**config.mk**
```make
export PLATFORM = sky130hd
export DESIGN_NAME = otp_id_reg
export DESIGN_NICKNAME = d
export VERILOG_FILES = /design/src/rtl/otp_id_reg.sv
export SDC_FILE = /design/constraint.sdc
export NUM_CORES = 1
export LEC_CHECK = 0
export ABC_AREA = 1
export BUFFER_PORTS_ARGS = -buffer_cell sky130_fd_sc_hd__buf_2
export CAP_MARGIN = 20
export CORE_MARGIN = 4
export CORE_UTILIZATION = 30
export CTS_CLUSTER_DIAMETER = 200
export DETAILED_ROUTE_END_ITERATION = 10
export SLEW_MARGIN = 20
export SYNTH_ARGS = -nofsm -noshare
export SYNTH_HDL_FRONTEND = slang
export SYNTH_SLANG_ARGS = --single-unit
```
**constraint.sdc**
```tcl
create_clock -name clk -period 2.2 [get_ports clk]
set_input_delay 0.22 -clock clk [delete_from_list [all_inputs] [get_ports clk]]
set_output_delay 0.22 -clock clk [all_outputs]
set_load 0.02 [all_outputs]
```
**src/rtl/otp_id_reg.sv**
```systemverilog
module otp_id_reg #(
  parameter int ADDR_W = 8,
  parameter logic [ADDR_W-1:0] CFG_BASE = ADDR_W'(8'h80),
  parameter logic [63:0] FACTORY_ID = 64'hA5C3_1E0F_7B29_64D8
) (
  input  logic              clk,
  input  logic              rst_n,
  input  logic              wr_en,
  input  logic [ADDR_W-1:0] addr,
  input  logic [15:0]       wdata,
  input  logic [15:0]       arr_rdata,
  output logic [15:0]       rdata,
  output logic              cfg_mode,
  output logic              prog_pending,
  output logic              prog_err
);
  localparam int WORDS = 4;
  localparam logic [7:0] CMD_CFG   = 8'h90;
  localparam logic [7:0] CMD_ARR   = 8'hFF;
  localparam logic [7:0] CMD_SETUP = 8'hC0;
  localparam logic [ADDR_W-1:0] OFF_FAC = ADDR_W'(1);
  localparam logic [ADDR_W-1:0] OFF_USR = ADDR_W'(1 + WORDS);
  localparam logic [ADDR_W-1:0] OFF_END = ADDR_W'(1 + 2*WORDS);

  logic              cfg_q, pend_q, err_q, lock_open_q;
  logic [63:0]       user_q;
  logic [ADDR_W-1:0] off;
  logic              is_lock, is_fac, is_usr, prog_hit, prog_ok;
  logic [1:0]        widx;

  assign off     = addr - CFG_BASE;
  assign is_lock = (off == '0);
  assign is_fac  = (off >= OFF_FAC) && (off < OFF_USR);
  assign is_usr  = (off >= OFF_USR) && (off < OFF_END);
  assign widx    = is_fac ? 2'(off - OFF_FAC) : 2'(off - OFF_USR);

  assign prog_hit = wr_en && pend_q;
  assign prog_ok  = prog_hit && (is_lock || (is_usr && lock_open_q));

  always_ff @(posedge clk or negedge rst_n) begin
    if (!rst_n) begin
      cfg_q  <= 1'b0;
      pend_q <= 1'b0;
      err_q  <= 1'b0;
    end else if (prog_hit) begin
      pend_q <= 1'b0;
      if (!prog_ok) err_q <= 1'b1;
    end else if (wr_en) begin
      case (wdata[7:0])
        CMD_CFG:   cfg_q <= 1'b1;
        CMD_ARR:   cfg_q <= 1'b0;
        CMD_SETUP: begin
          pend_q <= 1'b1;
          err_q  <= 1'b0;
        end
        default: ;
      endcase
    end
  end

  always_ff @(posedge clk or negedge rst_n) begin
    if (!rst_n)
      lock_open_q <= 1'b1;
    else if (prog_ok && is_lock)
      lock_open_q <= lock_open_q & wdata[1];
  end

  for (genvar k = 0; k < WORDS; k++) begin : g_user
    always_ff @(posedge clk or negedge rst_n) begin
      if (!rst_n)
        user_q[k*16 +: 16] <= 16'hFFFF;
      else if (prog_ok && is_usr && widx == 2'(k))
        user_q[k*16 +: 16] <= user_q[k*16 +: 16] & wdata;
    end
  end

  always_comb begin
    if (!cfg_q)       rdata = arr_rdata;
    else if (is_lock) rdata = {14'h3FFF, lock_open_q, 1'b0};
    else if (is_fac)  rdata = FACTORY_ID[widx*16 +: 16];
    else if (is_usr)  rdata = user_q[widx*16 +: 16];
    else              rdata = 16'h0000;
  end

  assign cfg_mode     = cfg_q;
  assign prog_pending = pend_q;
  assign prog_err     = err_q;
endmodule

```
* Word level (Yosys, flattened, before mapping)
Index checks and enable logic that the tools add are counted.
** Word-level totals
- Bits in registers :: 68
- Output and inout port bits :: 19
** Operators by class
- Shift-type cells :: 2
- Reductions and logical operators :: 20
- $add $sub $neg :: 3
- Mux-type cells :: 13
- Bitwise gates (word level) :: 6
- Magnitude comparators :: 4
- Equality and inequality tests :: 7
** Operator list (count)
- bitwise AND 16 bit :: 4
- 2-to-1 mux 16 bit :: 4
- indexed part select 64 x 7 -> 16 bit :: 1
- indexed part select 64 x 7 -> 16 bit, first input constant :: 1
- == test 8 bit, second input constant :: 3
- logical AND 1 bit :: 11
- greater-or-equal comparator 8 x 1 -> 1 bit, second input constant :: 1
- greater-or-equal comparator 8 x 3 -> 1 bit, second input constant :: 1
- logical NOT 8 bit :: 1
- less-than comparator 8 x 3 -> 1 bit, second input constant :: 1
- less-than comparator 8 x 4 -> 1 bit, second input constant :: 1
- subtractor 8 bit, second input constant :: 1
- 2-to-1 mux 1 bit :: 7
- AND reduction 3 bit :: 2
- nonzero test 2 bit :: 3
- == test 2 bit, second input constant :: 2
- subtractor 2 x 1 -> 2 bit, second input constant :: 2
- == test 2 x 1 -> 1 bit, second input constant :: 1
- logical NOT 2 bit :: 1
- 2-to-1 mux 2 bit :: 1
- != test 2 bit, second input constant :: 1
- case mux 1 bit (2 select lines) :: 1
- AND reduction 2 bit :: 1
- bitwise AND 1 bit :: 1
- 2 further kinds :: 2

* Longest topological paths before layout
- Depth in word-level cells :: 9
- Depth in mapped cells :: 14

* Least setup slack after synthesis
Ideal clock, no wire load.
- Kind :: input to output
- Start point :: input addr[0]
- End point :: output rdata[4]
- Arrival :: 2025 ps
- Required time :: 1980 ps
- Path buffers :: 3
- Cell stages on the path :: 10
- Slack :: -45 ps
- Cell sequence :: buf_2 inv_2 buf_2 ha_1 inv_1 clkbuf_1 o21ai_0 o22ai_1 nand2_1 a21oi_1
** Between the ends
- Cells in the longest elaborated chain, start to end :: 9
** Ends and longest elaborated chain
- from (decl) :: RTL line 9 : input logic [ADDR_W-1:0] addr,
- subtractor 8 bit * :: RTL line 31 : assign off = addr - CFG_BASE;
- greater-or-equal comparator 8 x 1 -> 1 bit or less-than comparator 8 x 3 -> 1 bit (tied branches) :: RTL line 33 : assign is_fac = (off >= OFF_FAC) && (off < OFF_USR);
- logical AND 1 bit :: RTL line 33
- 2-to-1 mux 2 bit :: RTL line 35 : assign widx = is_fac ? 2'(off - OFF_FAC) : 2'(off - OFF_USR);
- indexed part select 64 x 7 -> 16 bit :: RTL line 81 : else if (is_usr) rdata = user_q[widx*16 +: 16];
- 2-to-1 mux 16 bit :: RTL line 81
- 2-to-1 mux 16 bit :: RTL line 80 : else if (is_fac) rdata = FACTORY_ID[widx*16 +: 16];
- 2-to-1 mux 16 bit * :: RTL line 79 : else if (is_lock) rdata = {14'h3FFF, lock_open_q, 1'b0};
- 2-to-1 mux 16 bit * :: RTL line 78 : if (!cfg_q) rdata = arr_rdata;
- to (decl) :: RTL line 12 : output logic [15:0] rdata,
Mark *: on every way between the ends. The rest lies on a longest branch, timed or not.

* Worst setup path in the final report
- Start point :: input addr[1]
- End point :: output rdata[12]
Same word-level chain as after synthesis.

==> impl_metrics.env <==
export IMPL_clockPowerShare=0.453
export IMPL_post_route_period_util=0.930
export IMPL_htreeDepth=3
export IMPL_power_internal_mw=2.31
export IMPL_worstPathRequired_ps=1980
export IMPL_die_area_sq_um=15600
export IMPL_skew_ps=8.82
export IMPL_detailedPlace_worstSlack_ps=16.3
export IMPL_reg2reg_from="prog_pending$_DFFE_PN0P_"
export IMPL_syn_cell_area_sq_um=4100
export IMPL_tightest_slew_ps=583
export IMPL_vias=3826
export IMPL_ant_nets=0
export IMPL_netlist_instances=554
export IMPL_initial_core_util=0.308
export IMPL_min_period_ps=2050
export IMPL_fmax_ghz=0.489
export IMPL_io_buffer_count=61
export IMPL_setup_tns_ps=0
export IMPL_grt_overflow_total=0
export IMPL_routed_wl_mm=11.4
export IMPL_critPathKind="input port to output pin"
export IMPL_synthXorXnorAreaFrac=0
export IMPL_cp_start_kind="input port"
export IMPL_io_pins=62
export IMPL_grt_pass1_wl_mm=18.9
export IMPL_ir_worst_vdd_mv=0.330
export IMPL_clkSlewWorstSetupHoldPaths_ps=60
export IMPL_worstHoldPathType="input port to flop"
export IMPL_synth_nets=605
export IMPL_hp_start="wr_en"
export IMPL_comb_power_share=0.141
export IMPL_wl_per_cell_um=14.5
export IMPL_hpwl_mm=7.55
export IMPL_grt_pass1_vias=3836
export IMPL_p_seq_frac=0.407
export IMPL_synth_compound_area_share=0.0809
export IMPL_drive_above_1_share=0.277
export IMPL_net_switching_power_mw=0.798
export IMPL_synth_mux_area_frac=0
export IMPL_setup_worst_path_end_class="output pin"
export IMPL_rrSetupSlack_ps=830
export IMPL_num_antenna_cells=0
export IMPL_total_power_mw=3.11
export IMPL_grt_usage=0.150
export IMPL_yosys_warnings=0
export IMPL_setup_ws_ps=154
export IMPL_fillers=1369
export IMPL_status="complete, no violations"
export IMPL_startpoint="addr[1]"
export IMPL_insertion_delay_ps=330
export IMPL_crit_end="rdata[12]"
export IMPL_dr_pass1_iters=5
export IMPL_report_final_hold_viol_count=0
export IMPL_first_iter_violations=335
export IMPL_switching_share=0.257
export IMPL_slew_viol_final=0
export IMPL_placementRows=42
export IMPL_fin_nets=659
export IMPL_powerDensity_nw_per_um2=636
export IMPL_synth_seq_cells=68
export IMPL_drv_cap=0
export IMPL_antenna_found_initial=0
export IMPL_cts_hold_buffers=0
export IMPL_max_clock_path_buffers=2
export IMPL_rsz0062_at_grt="no"
export IMPL_relSlewSlack=0.612
export IMPL_synthDistinctLibCells=25
export IMPL_cts_buffers_inserted=9
export IMPL_rr_worst_depth=6
export IMPL_avgViaCountPerCell=4.85
export IMPL_clock_sinks=68
export IMPL_syn_avg_cell_area_sq_um=7.40
export IMPL_cts_tree="done"
export IMPL_fp_coreArea_sq_um=13300
export IMPL_grt_max_degree=66
export IMPL_synthSimpleGateAreaFrac=0.307
export IMPL_synth_top_family_by_area="simple AND/OR/NAND/NOR gates"
export IMPL_p_leak_nw=2.56
export IMPL_drc=0
export IMPL_gp_congestion=0.908
export IMPL_die_y_um=125
export IMPL_die_w_um=125
export IMPL_cts_root_buf="clkbuf_16"
export IMPL_timing_rr_end="user_q[38]$_DFFE_PN1P_"
export IMPL_postLayoutCellArea_sq_um=4880
export IMPL_placedInstanceArea_sq_um=4560
export IMPL_yosysSeqAreaShare=0.435
export IMPL_cp_max_fo=16
export IMPL_worstPathArrival_ps=1830
export IMPL_synth_adder_area_share=0.0244
export IMPL_setup_violations=0
export IMPL_synthToLayoutAreaGrowth_pct=19.1
## area by class of cell
cell class                 instances  area [sq um]  share of cell area
inverter                         105           394              0.0807
clock buffer                      14           254              0.0520
tap                              176           220              0.0451
multi-input combinational        348          1740               0.355
timing repair buffer              76           463              0.0948
sequential                        68          1780               0.365
clock inverter                     2          35.0             0.00717
## power by group through the flow
| stage | Sequential [mW] | Clock, mW | Combinational (mW) |
|---|---|---|---|
| 3_5_place_dp | 1.28 | 0 | 0.429 |
| 5_1_grt | 1.26 | 1.50 | 0.484 |
| 2_1_floorplan | 1.29 | 0 | 0.229 |
| 3_3_place_gp | 1.28 | 0 | 0.425 |
| 4_1_cts | 1.26 | 1.44 | 0.430 |
| 6_report | 1.26 | 1.41 | 0.437 |
## state kept, by name, indices dropped and copies added, names as in the netlist
register      count
user_q           64
cfg_mode          1
lock_open_q       1
prog_pending      1
prog_err          1
## cells by family (layout without fill, tap and decap cells)
logic type / count (synthesis) / in the layout
adders and majority gates: 8 / 8
AOI/OAI and AO/OA: 62 / 62
buffers and inverters: 138 / 197
and+or+nand+nor: 278 / 278
DFF: 68 / 68
## synth_stat cells (all sizes together)
library cell	n	area share
o21ai	37	0.045
nor2	81	0.081
ha	8	0.024
nand2	120	0.11
a22oi	1	0.0018
inv	105	0.096
nor4	3	0.0046
a21oi	11	0.013
dfstp	65	0.42
o21a	1	0.0018
clkbuf	9	0.0085
nand4	67	0.10
o31ai	1	0.0018
o22ai	11	0.017
buf	24	0.048
dfrtp	3	0.018
nand3	7	0.0098
## layout by cell type (no fill, tap or decap), types with 5 or more instances in the layout
cell | synthesis | layout
nand4_1 | 67 | 67
o21ai_0 | 32 | 32
inv_1 | 102 | 102
o21ai_1 | 5 | 5
nand2_1 | 120 | 119
nor2_1 | 76 | 74
buf_2 | 11 | 61
clkbuf_16 | 0 | 9
buf_4 | 1 | 11
dfstp_2 | 65 | 65
a21oi_1 | 11 | 7
o22ai_1 | 11 | 11
nand3_1 | 6 | 6
ha_1 | 8 | 7
## what timing repair did
action	4_1_cts	5_1_grt
buffers inserted	0	0
resized for setup	0	7
setup endpoints to repair	0	16
## layer usage
metal / share of wire / track usage / vias to the layer above
met5: 0 / 0 / -
met4: 0.020 / 0.0638 / 0
met3: 0.092 / 0.0485 / 17
met2: 0.44 / 0.228 / 165
met1: 0.45 / 0.197 / 1771
li1: - / - / 1873
## worst min-delay path by stage
stage	endpoint	cells after the start
finish	prog_pending$_DFFE_PN0P_	4
global route	prog_pending$_DFFE_PN0P_	4
CTS	prog_pending$_DFFE_PN0P_	4
detailed placement	user_q[28]$_DFFE_PN1P_	2
global placement	user_q[25]$_DFFE_PN1P_	2
floorplan	cfg_mode$_DFFE_PN0P_	0
## per-stage QoR
stage | instances | util | hold WS [ps]
after floorplan | 554 | - | -75.6
after global placement | 773 | 0.343 | 436
after detailed placement | 773 | 0.343 | 438
after CTS | 789 | 0.365 | 164
after global routing | 789 | 0.367 | 203
final | 789 | 0.367 | 179
## critical path: stages
cell,delay (ps)
buf_2,130
inv_1,110
ha_4,310
buf_8,150
o21ai_0,110
o21ai_1,300
nand2_1,90
nor2_1,100
nor2_1,50
nor2_1,80
buf_2,170
Power figures use the tool's default switching activity.
